## config.mk

```make
export PLATFORM = sky130hd
export DESIGN_NAME = tev_event_ctrl
export DESIGN_NICKNAME = d
export VERILOG_FILES = /design/src/rtl/tev_pkg.sv /design/src/rtl/tev_regs.sv /design/src/rtl/tev_window_det.sv /design/src/rtl/tev_crit_det.sv /design/src/rtl/tev_event_ctrl.sv
export SDC_FILE = /design/constraint.sdc
export NUM_CORES = 1
export LEC_CHECK = 0
export BUFFER_PORTS_ARGS = -buffer_cell sky130_fd_sc_hd__buf_2
export CORE_UTILIZATION = 62
export CTS_BUF_LIST = sky130_fd_sc_hd__clkbuf_16
export DETAILED_ROUTE_END_ITERATION = 6
export HOLD_SLACK_MARGIN = 0.08
export MAX_ROUTING_LAYER = met4
export PLACE_DENSITY = 0.89
export SYNTH_ARGS = -nofsm -noshare
export SYNTH_HDL_FRONTEND = slang
export SYNTH_SLANG_ARGS = --single-unit
```

## constraint.sdc

```tcl
create_clock -name clk -period 5 [get_ports clk]
set_clock_uncertainty 0.1 [all_clocks]
set_input_delay 0.25 -clock clk [delete_from_list [all_inputs] [get_ports clk]]
set_output_delay 0.25 -clock clk [all_outputs]
set_load 0.005 [all_outputs]
```

## src/rtl/tev_pkg.sv

```systemverilog
package tev_pkg;
    typedef enum logic [1:0] {
        MODE_INTR     = 2'd0,
        MODE_COMP     = 2'd1,
        MODE_CRIT     = 2'd2,
        MODE_COMP_ALT = 2'd3
    } tev_mode_e;

    localparam int            ADDR_W = 3;
    localparam logic [2:0]    A_MODE = 3'd0;
    localparam logic [2:0]    A_HYST = 3'd1;
    localparam logic [2:0]    A_HIGH = 3'd2;
    localparam logic [2:0]    A_LOW  = 3'd3;
    localparam logic [2:0]    A_CRIT = 3'd4;
    localparam logic [2:0]    A_STAT = 3'd5;
endpackage

```

## src/rtl/tev_regs.sv

```systemverilog
module tev_regs
    import tev_pkg::*;
#(
    parameter int TW = 13,
    parameter int HW = 8
) (
    input  logic                 clk,
    input  logic                 rst_n,
    input  logic                 wr_en,
    input  logic [ADDR_W-1:0]    wr_addr,
    input  logic [TW-1:0]        wr_data,
    output tev_mode_e            mode_cur,
    output tev_mode_e            mode_nxt,
    output logic [HW-1:0]        hyst,
    output logic signed [TW-1:0] lim_hi,
    output logic signed [TW-1:0] lim_lo,
    output logic signed [TW-1:0] lim_crit,
    output logic                 clr_evt
);
    localparam logic [TW-1:0] T_MAX = {1'b0, {(TW-1){1'b1}}};
    localparam logic [TW-1:0] T_MIN = {1'b1, {(TW-1){1'b0}}};

    typedef struct packed {
        tev_mode_e     mode;
        logic [HW-1:0] hyst;
        logic [TW-1:0] hi;
        logic [TW-1:0] lo;
        logic [TW-1:0] crit;
    } cfg_t;

    cfg_t cfg_d, cfg_q;

    always_comb begin
        cfg_d = cfg_q;
        if (wr_en) begin
            case (wr_addr)
                A_MODE:  cfg_d.mode = tev_mode_e'(wr_data[1:0]);
                A_HYST:  cfg_d.hyst = wr_data[HW-1:0];
                A_HIGH:  cfg_d.hi   = wr_data;
                A_LOW:   cfg_d.lo   = wr_data;
                A_CRIT:  cfg_d.crit = wr_data;
                default: ;
            endcase
        end
    end

    always_ff @(posedge clk or negedge rst_n) begin
        if (!rst_n) begin
            cfg_q <= '{mode: MODE_INTR, hyst: '0, hi: T_MAX, lo: T_MIN, crit: T_MAX};
        end else begin
            cfg_q <= cfg_d;
        end
    end

    assign mode_cur = cfg_q.mode;
    assign mode_nxt = cfg_d.mode;
    assign hyst     = cfg_q.hyst;
    assign lim_hi   = $signed(cfg_q.hi);
    assign lim_lo   = $signed(cfg_q.lo);
    assign lim_crit = $signed(cfg_q.crit);
    assign clr_evt  = wr_en && (wr_addr == A_STAT) && wr_data[0];

    // a write to another address must leave the limits it does not target alone
    p_limits_kept_r9: assert property (@(posedge clk) disable iff (!rst_n)
        wr_en && (wr_addr == A_STAT) |=> $stable(cfg_q));
endmodule

```

## src/rtl/tev_window_det.sv

```systemverilog
module tev_window_det #(
    parameter int TW = 13,
    parameter int HW = 8
) (
    input  logic signed [TW-1:0] temp,
    input  logic signed [TW-1:0] lim_hi,
    input  logic signed [TW-1:0] lim_lo,
    input  logic [HW-1:0]        hyst,
    input  logic                 err_q,
    output logic                 err_d
);
    localparam int EW = TW + 2;

    logic signed [EW-1:0] t_x, hi_x, lo_x, h_x;
    logic                 outside, inside_h;

    assign t_x  = EW'(temp);
    assign hi_x = EW'(lim_hi);
    assign lo_x = EW'(lim_lo);
    assign h_x  = $signed({{(EW-HW){1'b0}}, hyst});

    assign outside  = (t_x > hi_x) || (t_x < lo_x);
    assign inside_h = (t_x <= hi_x - h_x) && (t_x >= lo_x + h_x);

    always_comb begin
        if (outside)       err_d = 1'b1;
        else if (inside_h) err_d = 1'b0;
        else               err_d = err_q;
    end
endmodule

```

## src/rtl/tev_crit_det.sv

```systemverilog
module tev_crit_det #(
    parameter int TW = 13,
    parameter int HW = 8
) (
    input  logic signed [TW-1:0] temp,
    input  logic signed [TW-1:0] lim_crit,
    input  logic [HW-1:0]        hyst,
    input  logic                 crit_q,
    output logic                 crit_d
);
    localparam int EW = TW + 2;

    logic signed [EW-1:0] t_x, c_x, h_x;

    assign t_x = EW'(temp);
    assign c_x = EW'(lim_crit);
    assign h_x = $signed({{(EW-HW){1'b0}}, hyst});

    always_comb begin
        if (t_x > c_x)            crit_d = 1'b1;
        else if (t_x < c_x - h_x) crit_d = 1'b0;
        else                      crit_d = crit_q;
    end
endmodule

```

## src/rtl/tev_event_ctrl.sv

```systemverilog
module tev_event_ctrl
    import tev_pkg::*;
#(
    parameter int TW = 13,
    parameter int HW = 8
) (
    input  logic              clk,
    input  logic              rst_n,
    input  logic              smp_vld,
    input  logic [TW-1:0]     smp_temp,
    input  logic              wr_en,
    input  logic [ADDR_W-1:0] wr_addr,
    input  logic [TW-1:0]     wr_data,
    output logic              evt_pull_low
);
    typedef struct packed {
        logic win;
        logic crit;
        logic intr;
        logic drive;
    } st_t;

    st_t st_d, st_q;

    tev_mode_e            mode_cur, mode_nxt;
    logic [HW-1:0]        hyst;
    logic signed [TW-1:0] lim_hi, lim_lo, lim_crit;
    logic                 clr_evt;
    logic                 win_nx, crit_nx;
    logic signed [TW-1:0] temp_s;

    assign temp_s = $signed(smp_temp);

    tev_regs #(.TW(TW), .HW(HW)) u_regs (
        .clk      (clk),
        .rst_n    (rst_n),
        .wr_en    (wr_en),
        .wr_addr  (wr_addr),
        .wr_data  (wr_data),
        .mode_cur (mode_cur),
        .mode_nxt (mode_nxt),
        .hyst     (hyst),
        .lim_hi   (lim_hi),
        .lim_lo   (lim_lo),
        .lim_crit (lim_crit),
        .clr_evt  (clr_evt)
    );

    tev_window_det #(.TW(TW), .HW(HW)) u_win (
        .temp   (temp_s),
        .lim_hi (lim_hi),
        .lim_lo (lim_lo),
        .hyst   (hyst),
        .err_q  (st_q.win),
        .err_d  (win_nx)
    );

    tev_crit_det #(.TW(TW), .HW(HW)) u_crit (
        .temp     (temp_s),
        .lim_crit (lim_crit),
        .hyst     (hyst),
        .crit_q   (st_q.crit),
        .crit_d   (crit_nx)
    );

    always_comb begin
        logic rise;
        st_d = st_q;
        rise = 1'b0;
        if (smp_vld) begin
            st_d.win  = win_nx;
            st_d.crit = crit_nx;
            rise      = win_nx && !st_q.win;
        end
        if (clr_evt) st_d.intr = 1'b0;
        if (rise)    st_d.intr = 1'b1;
        case (mode_nxt)
            MODE_INTR: st_d.drive = st_d.intr | st_d.crit;
            MODE_CRIT: st_d.drive = st_d.crit;
            default:   st_d.drive = st_d.win | st_d.crit;
        endcase
    end

    always_ff @(posedge clk or negedge rst_n) begin
        if (!rst_n) st_q <= '0;
        else        st_q <= st_d;
    end

    assign evt_pull_low = st_q.drive;

    // critical crossing pulls the pin in every mode
    p_crit_pulls_r7: assert property (@(posedge clk) disable iff (!rst_n)
        smp_vld && (temp_s > lim_crit) |=> evt_pull_low);

    // without a sample or a write the pin holds
    p_quiet_hold_r2: assert property (@(posedge clk) disable iff (!rst_n)
        !smp_vld && !wr_en |=> $stable(evt_pull_low));

    // a clear with no critical condition and no sample releases the pin in interrupt mode
    p_clear_releases_r4: assert property (@(posedge clk) disable iff (!rst_n)
        wr_en && (wr_addr == A_STAT) && wr_data[0] && !smp_vld
        && (mode_cur == MODE_INTR) && !st_q.crit |=> !evt_pull_low);

    // latched interrupt stays until a write arrives
    p_latch_holds_r4: assert property (@(posedge clk) disable iff (!rst_n)
        (mode_cur == MODE_INTR) && st_q.intr && !wr_en |=> evt_pull_low);

    // status write with bit 0 low changes nothing
    p_zero_clear_r5: assert property (@(posedge clk) disable iff (!rst_n)
        wr_en && (wr_addr == A_STAT) && !wr_data[0] && !smp_vld |=> $stable(evt_pull_low));

    // critical-only mode ignores the window
    p_crit_only_r8: assert property (@(posedge clk) disable iff (!rst_n)
        (mode_cur == MODE_CRIT) && !wr_en && !smp_vld && !st_q.crit |=> !evt_pull_low);
endmodule

```

# After elaboration in Yosys (flattened, before gate mapping)
# Index checks and enable logic that the tools add are counted.
# totals
ff_bits,53
in_bits,33
output_inout_bits,1
# op_classes
add_sub_neg,3
order_cmp,6
eq_ne,6
muxes,15
n_bitwise,2
n_reduce_logical,12
# ops
cell,count
2-to-1 mux 49 bit,1
2-to-1 mux 13 bit,3
subtractor 13 x 9 -> 14 bit,2
greater-than comparator 13 bit,2
adder 13 x 9 -> 14 bit,1
greater-or-equal comparator 13 x 14 -> 1 bit,1
<= comparator 13 x 14 -> 1 bit,1
< comparator 13 x 14 -> 1 bit,1
< comparator 13 bit,1
2-to-1 mux 8 bit,1
AND reduction 2 bit,4
2-to-1 mux 1 bit,7
"== test 3 x 2 -> 1 bit, second input constant",2
"== test 3 bit, second input constant",2
logical AND 1 bit,4
2-to-1 mux 2 bit,2
"== test 3 x 1 -> 1 bit, second input constant",1
logical NOT 3 bit,1
"== test 2 bit, second input constant",1
logical NOT 2 bit,1
OR 1 bit,2
one-hot mux 1 bit (2 select lines),1
logical NOT 1 bit,1
logical OR 1 bit,1

# Longest topological paths before layout
# Gate-level depths: netlist of the first run.
# depth
word_depth,10
ltp_mapped,19
depth_no_buf,19

# Modules after synthesis
# A second synthesis of the first run with hierarchy kept.
# unflattened
cells_unflattened,534
hier_area_um2,5358.9
# by_module_without_submodules
mod,n_inst,cells_per_inst,area_per_inst_um2,seq_area_each_um2
tev_regs,1,110,2059.5,1257.5
tev_window_det,1,269,2059.5,0.0
tev_crit_det,1,143,1073.5,0.0
tev_event_ctrl,1,12,166.4,100.1

# Worst setup path after synthesis of the first run
# Ideal clock, no wire load.
# synth_path
path_type,register to register
startpoint,register u_regs.cfg_q (netlist bit u_regs.hyst[1])
endpoint,register st_q (netlist bit evt_pull_low)
arrival_time_ns,3.566
t_required_ns,4.774
slack_ns,1.208
stages_incl_launch_ff,18
path_buffers,0
period_less_slack_ns,3.792
cell_sequence,dfrtp_1 inv_1 ha_1 nor2b_1 o21ai_0 a21oi_1 o21ai_0 a211oi_1 nor3_1 xnor2_1 ha_1 a21o_1 a21oi_1 o21ai_1 a21o_1 a2111o_1 a32o_2 a311o_1
# synth_rtl
element,line,rtl
start: declaration,tev_regs.sv:31,"cfg_t cfg_d, cfg_q;"
start signal: assignment,tev_regs.sv:49,"cfg_q <= '{mode: MODE_INTR, hyst: '0, hi: T_MAX, lo: T_MIN, crit: T_MAX};"
start signal: assignment,tev_regs.sv:51,cfg_q <= cfg_d;
end signal: assignment,tev_event_ctrl.sv:86,else st_q <= st_d;
end: declaration,tev_event_ctrl.sv:23,"st_t st_d, st_q;"

==> results.md, run 1 <==
- Status: completed
- Setup Crit Path Kind: reg2reg
- Boundary pin count: 34
- Post-synthesis compound-gate area fraction: 17.1%
- Synthesis Warnings: 0
- Final period utilization: slightly below 90%
- Worst rel slew slack: roughly a fifth
- FP Rows: 32
- Synth top area share: between 20% and 30%
- Worst setup EP type: register
- FFs w/ async S/R, synth: 100%
- Chip height: just over 90 um
- Syn avg cell area: between 8 and 9 um2
- First-pass GRT wire length: between 20000 and 25000 um
- WL per Instance: between 15 and 20 um
- GRT Util Overall: about a third
- Die area: approximately 0.0085 mm2
- Leak: between 2 and 3 nW
- RSZ-0062 raised after global routing: no
- Worst setup SP type: register
- Nets: 745
- Cell Area, Synth: 0.00507 mm2
- Cell variety after synth: 51
- Reg clk slew, reported paths: about 0.070 ns
- Die width: roughly 92 um
- IO buf count: 33
- Longest Clk Path Bufs: 2
- Share of post-route cells with drive strength above 1: roughly 15%
- Max Cap Violations: 0
- Placer Congestion: 0.959
- Most frequent cells in the layout: 103 x ha_1, 70 x inv_1, 58 x o21ai_0
- Core area: just under 0.008 mm2
- Largest net degree at the start of global routing: 54
- Vias: ~4500
- Hold Violations, Final: 0
- DR DRC count: 0
- Synth Net Count: just over 700
- Setup TNS: 0 ns
- Cts bufs inserted: 5
- Top post-synthesis cells by area: ha_1 25%, dfrtp_1 14%, dfstp_2 13%
- Final wirelength: between 10000 and 15000 um
- Mux contribution to synthesized area: between 3 and 4%
- Data required time of the worst path: roughly 5 ns
- Vias per inst: 6.39
- Final setup margin: ~0.6 ns
- Arrival time worst endpoint: approximately 4.5 ns
- Top FF cell, synth: dfrtp_1
- Detailed Routing Iterations Pass 1: 6
- Sequential cell area fraction in the yosys report: between 20% and 30%
- Largest family of logic cells by synthesized area: adder cells
- ANT nets after route: 0
- Initial core utilization: between 60% and 70%
- EDFF count, synth: 0
- Critical path fanouts, max: 5
- Measured slew at the worst slew-check pin: 1.22 ns
- Worst min path class: in2reg
- Clock Sinks: between 50 and 60
- Fill cell count: between 600 and 700
- Htree depth: 2
- CTS root buffer: clkbuf_16
- Max Fclk: about 0.23 GHz
- CTS tree: built
- Total congestion overflow: 0
- Post-Synth Adder-Cell Area: 26.6%
- Final Slew Violations: 0
- Mapped Cells: between 500 and 600
- Post-Synth Simple-Gate Area: 14.8%
- Tmin final: between 4 and 5 ns
- Final setup viols: 0
- Commonest non-fill, non-tap cell in the layout: ha_1
- Final HPWL DP: 10600 um
- R2R depth: 17
- Pwr dens: between 400 and 500 mW/mm2
- Latest clock arrival within the worst-skew pair: around 0.3 ns
- Worst hold stages: 3
- Initial antenna violation count: 0
- Vias in the first global route: approximately 4700
- # diodes: 0
- Gates resized, CTS repair: 0
- Cell accounting for the most synthesized area: ha_1
- Area grow syn2layout: 8.64%
- Dpl ws: 0.879 ns
- Peak supply drop: 0.000221 V
- Synth Area in XOR/XNOR: about 5.0%
- Yosys reg bits: 53
- Number of DRC markers in iteration 0: 353
==> layer usage <==
layer	track usage [%]	up-vias	share of wire (%)
met5	-	-	0
met2	57.4	223	49
li1	-	2117	-
met1	40.1	2140	40
met4	15.0	0	3.6
met3	4.68	51	7.6
==> per-stage QoR <==
stage / cells / area, um2 / power, W / utilization, % / hold slack [ns]
global route: 709 / 5510 / 0.00258 / 70.5 / 0.0964
finish: 709 / 5510 / 0.00238 / 70.5 / 0.0923
global placement: 700 / 5360 / 0.00189 / 68.6 / 0.309
detailed placement: 700 / 5360 / 0.00199 / 68.6 / 0.318
CTS: 709 / 5510 / 0.00237 / 70.5 / 0.0966
floorplan: 574 / 5070 / 0.00162 / - / -0.146
==> timing repair <==
action	in CTS	in global routing
buffers inserted	0	0
hold endpoints to repair	28	0
hold buffers	1	0
==> where the power goes <==
part / internal (W) / total (W) / switching [W]
combinational: 0.000619 / 0.00140 / 0.000782
sequential: 0.000557 / 0.000631 / 0.0000745
clock: 0.000185 / 0.000352 / 0.000167
total: 0.00136 / 0.00238 / 0.00102
==> worst paths after layout <==
path	end	slack, ns	startpoint
max in group asynchronous	u_regs.hyst[4]	3.82	rst_n
setup reg to reg	evt_pull_low	0.61	u_regs.hyst[1]
min in group asynchronous	u_regs.lim_crit[12]	0.52	rst_n
setup / recovery	evt_pull_low	0.61	u_regs.hyst[1]
hold reg to reg	u_regs.lim_lo[10]	0.42	u_regs.lim_lo[10]
hold / removal	u_regs.lim_crit[8]	0.09	wr_data[8]
==> worst max-delay path, cell delays in order, from the launching register on <==
cell and delay [ns]:
dfrtp_1 0.42, inv_1 0.22, ha_1 0.27, nor2b_1 0.14, o21ai_0 0.27, a21oi_1 0.16, o21ai_0 0.34, a211oi_1 0.19
nor3_1 0.22, xnor2_1 0.16, ha_1 0.28, a21o_1 0.19, a21oi_1 0.13, o21ai_1 0.07, a21o_1 0.17, a2111o_1 0.39
a32o_2 0.28, a311o_1 0.28
==> layout make-up <==
type                            count  area, um2  area share (%)
Sequential cell                    53       1360            24.6
Clock inverter                      3       17.5           0.318
Tap cell                          102        128            2.32
Timing Repair Buffer               36        190            3.45
Clock buffer                        5        125            2.27
Inverter                           70        263            4.77
Multi-Input combinational cell    440       3430            62.2
==> synth_stat cells (all sizes together) (2+ instances only) <==
cell,number
dfstp,25
o21bai,2
nand3,21
or3,2
ha,103
a41oi,2
a21o,13
xor2,3
inv,70
dfrtp,28
nand2,49
nor2b,10
nor2,10
nor3,13
mux2i,2
mux2,15
clkbuf,11
a21oi,37
xnor2,26
a211oi,5
a311o,2
o211ai,3
nand2b,9
or2,3
a221oi,2
nand3b,8
o21ai,59
fa,3
nand4,11
o21a,5
o32a,2
and3,3
a32o,2
==> state kept, by name, summed over array words and instances (netlist names) <==
signal and flops:
evt_pull_low 1, st_q 3, u_regs.hyst 8, u_regs.lim_crit 13
u_regs.lim_hi 13, u_regs.lim_lo 13, u_regs.mode_cur 2
==> cell families after synthesis <==
logic type / after synthesis
mux: 17
fa+ha+maj: 106
flops: 53
buf+inv: 81
xor+xnor: 29
simple gates: 145
compound gates: 143
(Power assumes the default switching activity.)
==> run 2: changes to the inputs <==
- CTS_BUF_LIST: sky130_fd_sc_hd__clkbuf_16 -> unset
- SETUP_SLACK_MARGIN: unset -> 0.3
==> run 2 against run 1 <==
- core utilization shrank 0.21 points
- setup slack improved by 0.18 ns
- via count shrank 1.1%
- die area unchanged
- total power shrank 4.0%
- critical path type unchanged
- critical endpoint unchanged
- largest power group unchanged
==> results.md, run 2 (synthesis results as in run 1) <==
- WL per Instance: approximately 19 um
- Fill cell count: 601
- DR DRC count: 0
- Vias in the first global route: about 4700
- FP Rows: 32
- Longest Clk Path Bufs: 2
- Critical path fanouts, max: 5
- Worst stage delay on the critical path: between 0.4 and 0.5 ns
- Worst setup EP type: register
- Final HPWL DP: ~11000 um
- CTS tree: built
- Hold EP: u_regs.lim_crit[9]
- Reg2Reg Capture Point: evt_pull_low
- Die width: 92.4 um
- Final setup viols: 0
- Share of post-route cells with drive strength above 1: between 10% and 20%
- Largest net degree at the start of global routing: 54
- Initial core utilization: about two thirds
- Reg-to-reg startpoint: u_regs.hyst[1]
- Max Cap Violations: 0
- Peak supply drop: 0.000194 V
- Post-CTS Setup Inserts: 0
- Placer Congestion: ~0.96
- Die area: 0.00854 mm2
- Worst rel slew slack: 19.4%
- Final period utilization: between 80% and 90%
- First-pass GRT wire length: about 22000 um
- Final std cells w/o fill: around 710
- Boundary pin count: 34
- Worst min path class: in2reg
- # diodes: 0
- GRT Util Overall: 33.8%
- Number of DRC markers in iteration 0: between 300 and 400
- Leak: ~2.6 nW
- Worst hold stages: 3
- Busiest grt layer: met2
- DP Cell Count: 700
- Slowest-stage cell, CP: dfrtp_1
- Detailed Routing Iterations Pass 1: 5
- Area grow syn2layout: 8.32%
- Vias: 4483
- Clock Sinks: 53
- RSZ-0062 raised after global routing: no
- Most frequent cells in the layout: 103 x ha_1, 70 x inv_1, 58 x o21ai_0
- Dpl ws: between 0.8 and 0.9 ns
- Final setup margin: about 0.8 ns
- Met3 Use GR: 4.68%
- Met2 GRT Util: 57.0%
- CP Cell Sequence: inv_1, ha_1, nor2b_1, o21ai_0, a21oi_1, o21ai_0, a211oi_1, nor3_1, xnor2_1, ha_1, a21o_1, a21oi_1, o21ai_1, a21o_1, a2111o_1, a32o_2, a311o_1
- Arrival time worst endpoint: between 4 and 5 ns
- Final core utilization: approximately 70%
- Status: completed
- Hold Violations, Final: 0
- Setup Crit Path Kind: reg2reg
- Measured slew at the worst slew-check pin: around 1.2 ns
- IO buf count: 33
- Htree depth: 2
- Max Fclk: 0.237 GHz
- Reg clk slew, reported paths: roughly 0.11 ns
- R2r setup slk: 0.79 ns
- Commonest non-fill, non-tap cell in the layout: ha_1
- Total congestion overflow: 0
- Vias per inst: 6.30
- Data required time of the worst path: 5.10 ns
- Cts bufs inserted: 5
- Met1 Use GR: between 30 and 40%
- Initial antenna violation count: 0
- Pwr dens: 417 mW/mm2
- Latest clock arrival within the worst-skew pair: between 0.3 and 0.4 ns
- CTS root buffer: clkbuf_8
- Setup TNS: 0 ns
- R2R depth: 17
- Final Slew Violations: 0
- Chip height: a little over 90 um
- Gates resized, CTS repair: 0
- Tmin final: between 4 and 5 ns
- Final wirelength: 13400 um
- ANT nets after route: 0
- CTS Hold Bufs: 4
- Worst setup SP type: register
- Nets: 748
- Tot Pwr: around 0.0023 W
- Worst Hold Launch: wr_data[9]
- Core area: 0.00781 mm2
==> run 2: changes by cell type in the layout (fill, tap and decap cells not counted), sizes merged <==
cell         change
dlygate4sd3      +3
clkbuf           +1
clkinv           -1
==> run 2: how the worst max path moves through the flow <==
stage | cells past startpoint | start | end
floorplan | 17 | u_regs.hyst[1] | evt_pull_low
global placement | 19 | u_regs.lim_crit[0] | evt_pull_low
detailed placement | 19 | u_regs.lim_crit[0] | evt_pull_low
CTS | 17 | u_regs.hyst[1] | evt_pull_low
global route | 17 | u_regs.hyst[1] | evt_pull_low
finish | 17 | u_regs.hyst[1] | evt_pull_low
==> run 2: critical path: cells and delay by family (launching register included) <==
kind	cells	cell delay, ns
flip-flops	1	0.43
AND/OR/NAND/NOR	2	0.34
AO/OA/AOI/OAI	11	2.32
XOR/XNOR	1	0.15
adder cells (fa/ha/maj)	2	0.54
buffers and inverters	1	0.23
==> run 2: routing by layer <==
metal	routed length [um]	share of wire, %
met5	0	0
met2	6610	50
met3	918	6.9
met4	532	4.0
met1	5280	40
==> run 2: cell type report <==
cell class	instances	area (um2)	share of cell area, %
clock buffers	6	82.6	1.50
clock inverters	2	13.8	0.251
inverters	70	263	4.78
multi-input cells	440	3430	62.4
flip-flops and latches	53	1360	24.7
well taps	102	128	2.32
repair buffers	39	220	4.01
==> run 2: where the power goes <==
group          leakage, nW  switching [W]  total [W]  internal, W
registers            0.592      0.0000745   0.000631     0.000556
logic                 1.95       0.000771    0.00139     0.000619
clock network       0.0512       0.000156   0.000269     0.000113
total                 2.59        0.00100    0.00229      0.00129
==> run 2: per-stage QoR <==
| stage | hold WS, ns | instance area [um2] |
|---|---|---|
| 2_1_floorplan | -0.146 | 5070 |
| 3_3_place_gp | 0.309 | 5360 |
| 3_5_place_dp | 0.318 | 5360 |
| 4_1_cts | 0.0814 | 5490 |
| 5_1_grt | 0.0903 | 5490 |
| 6_report | 0.0875 | 5490 |
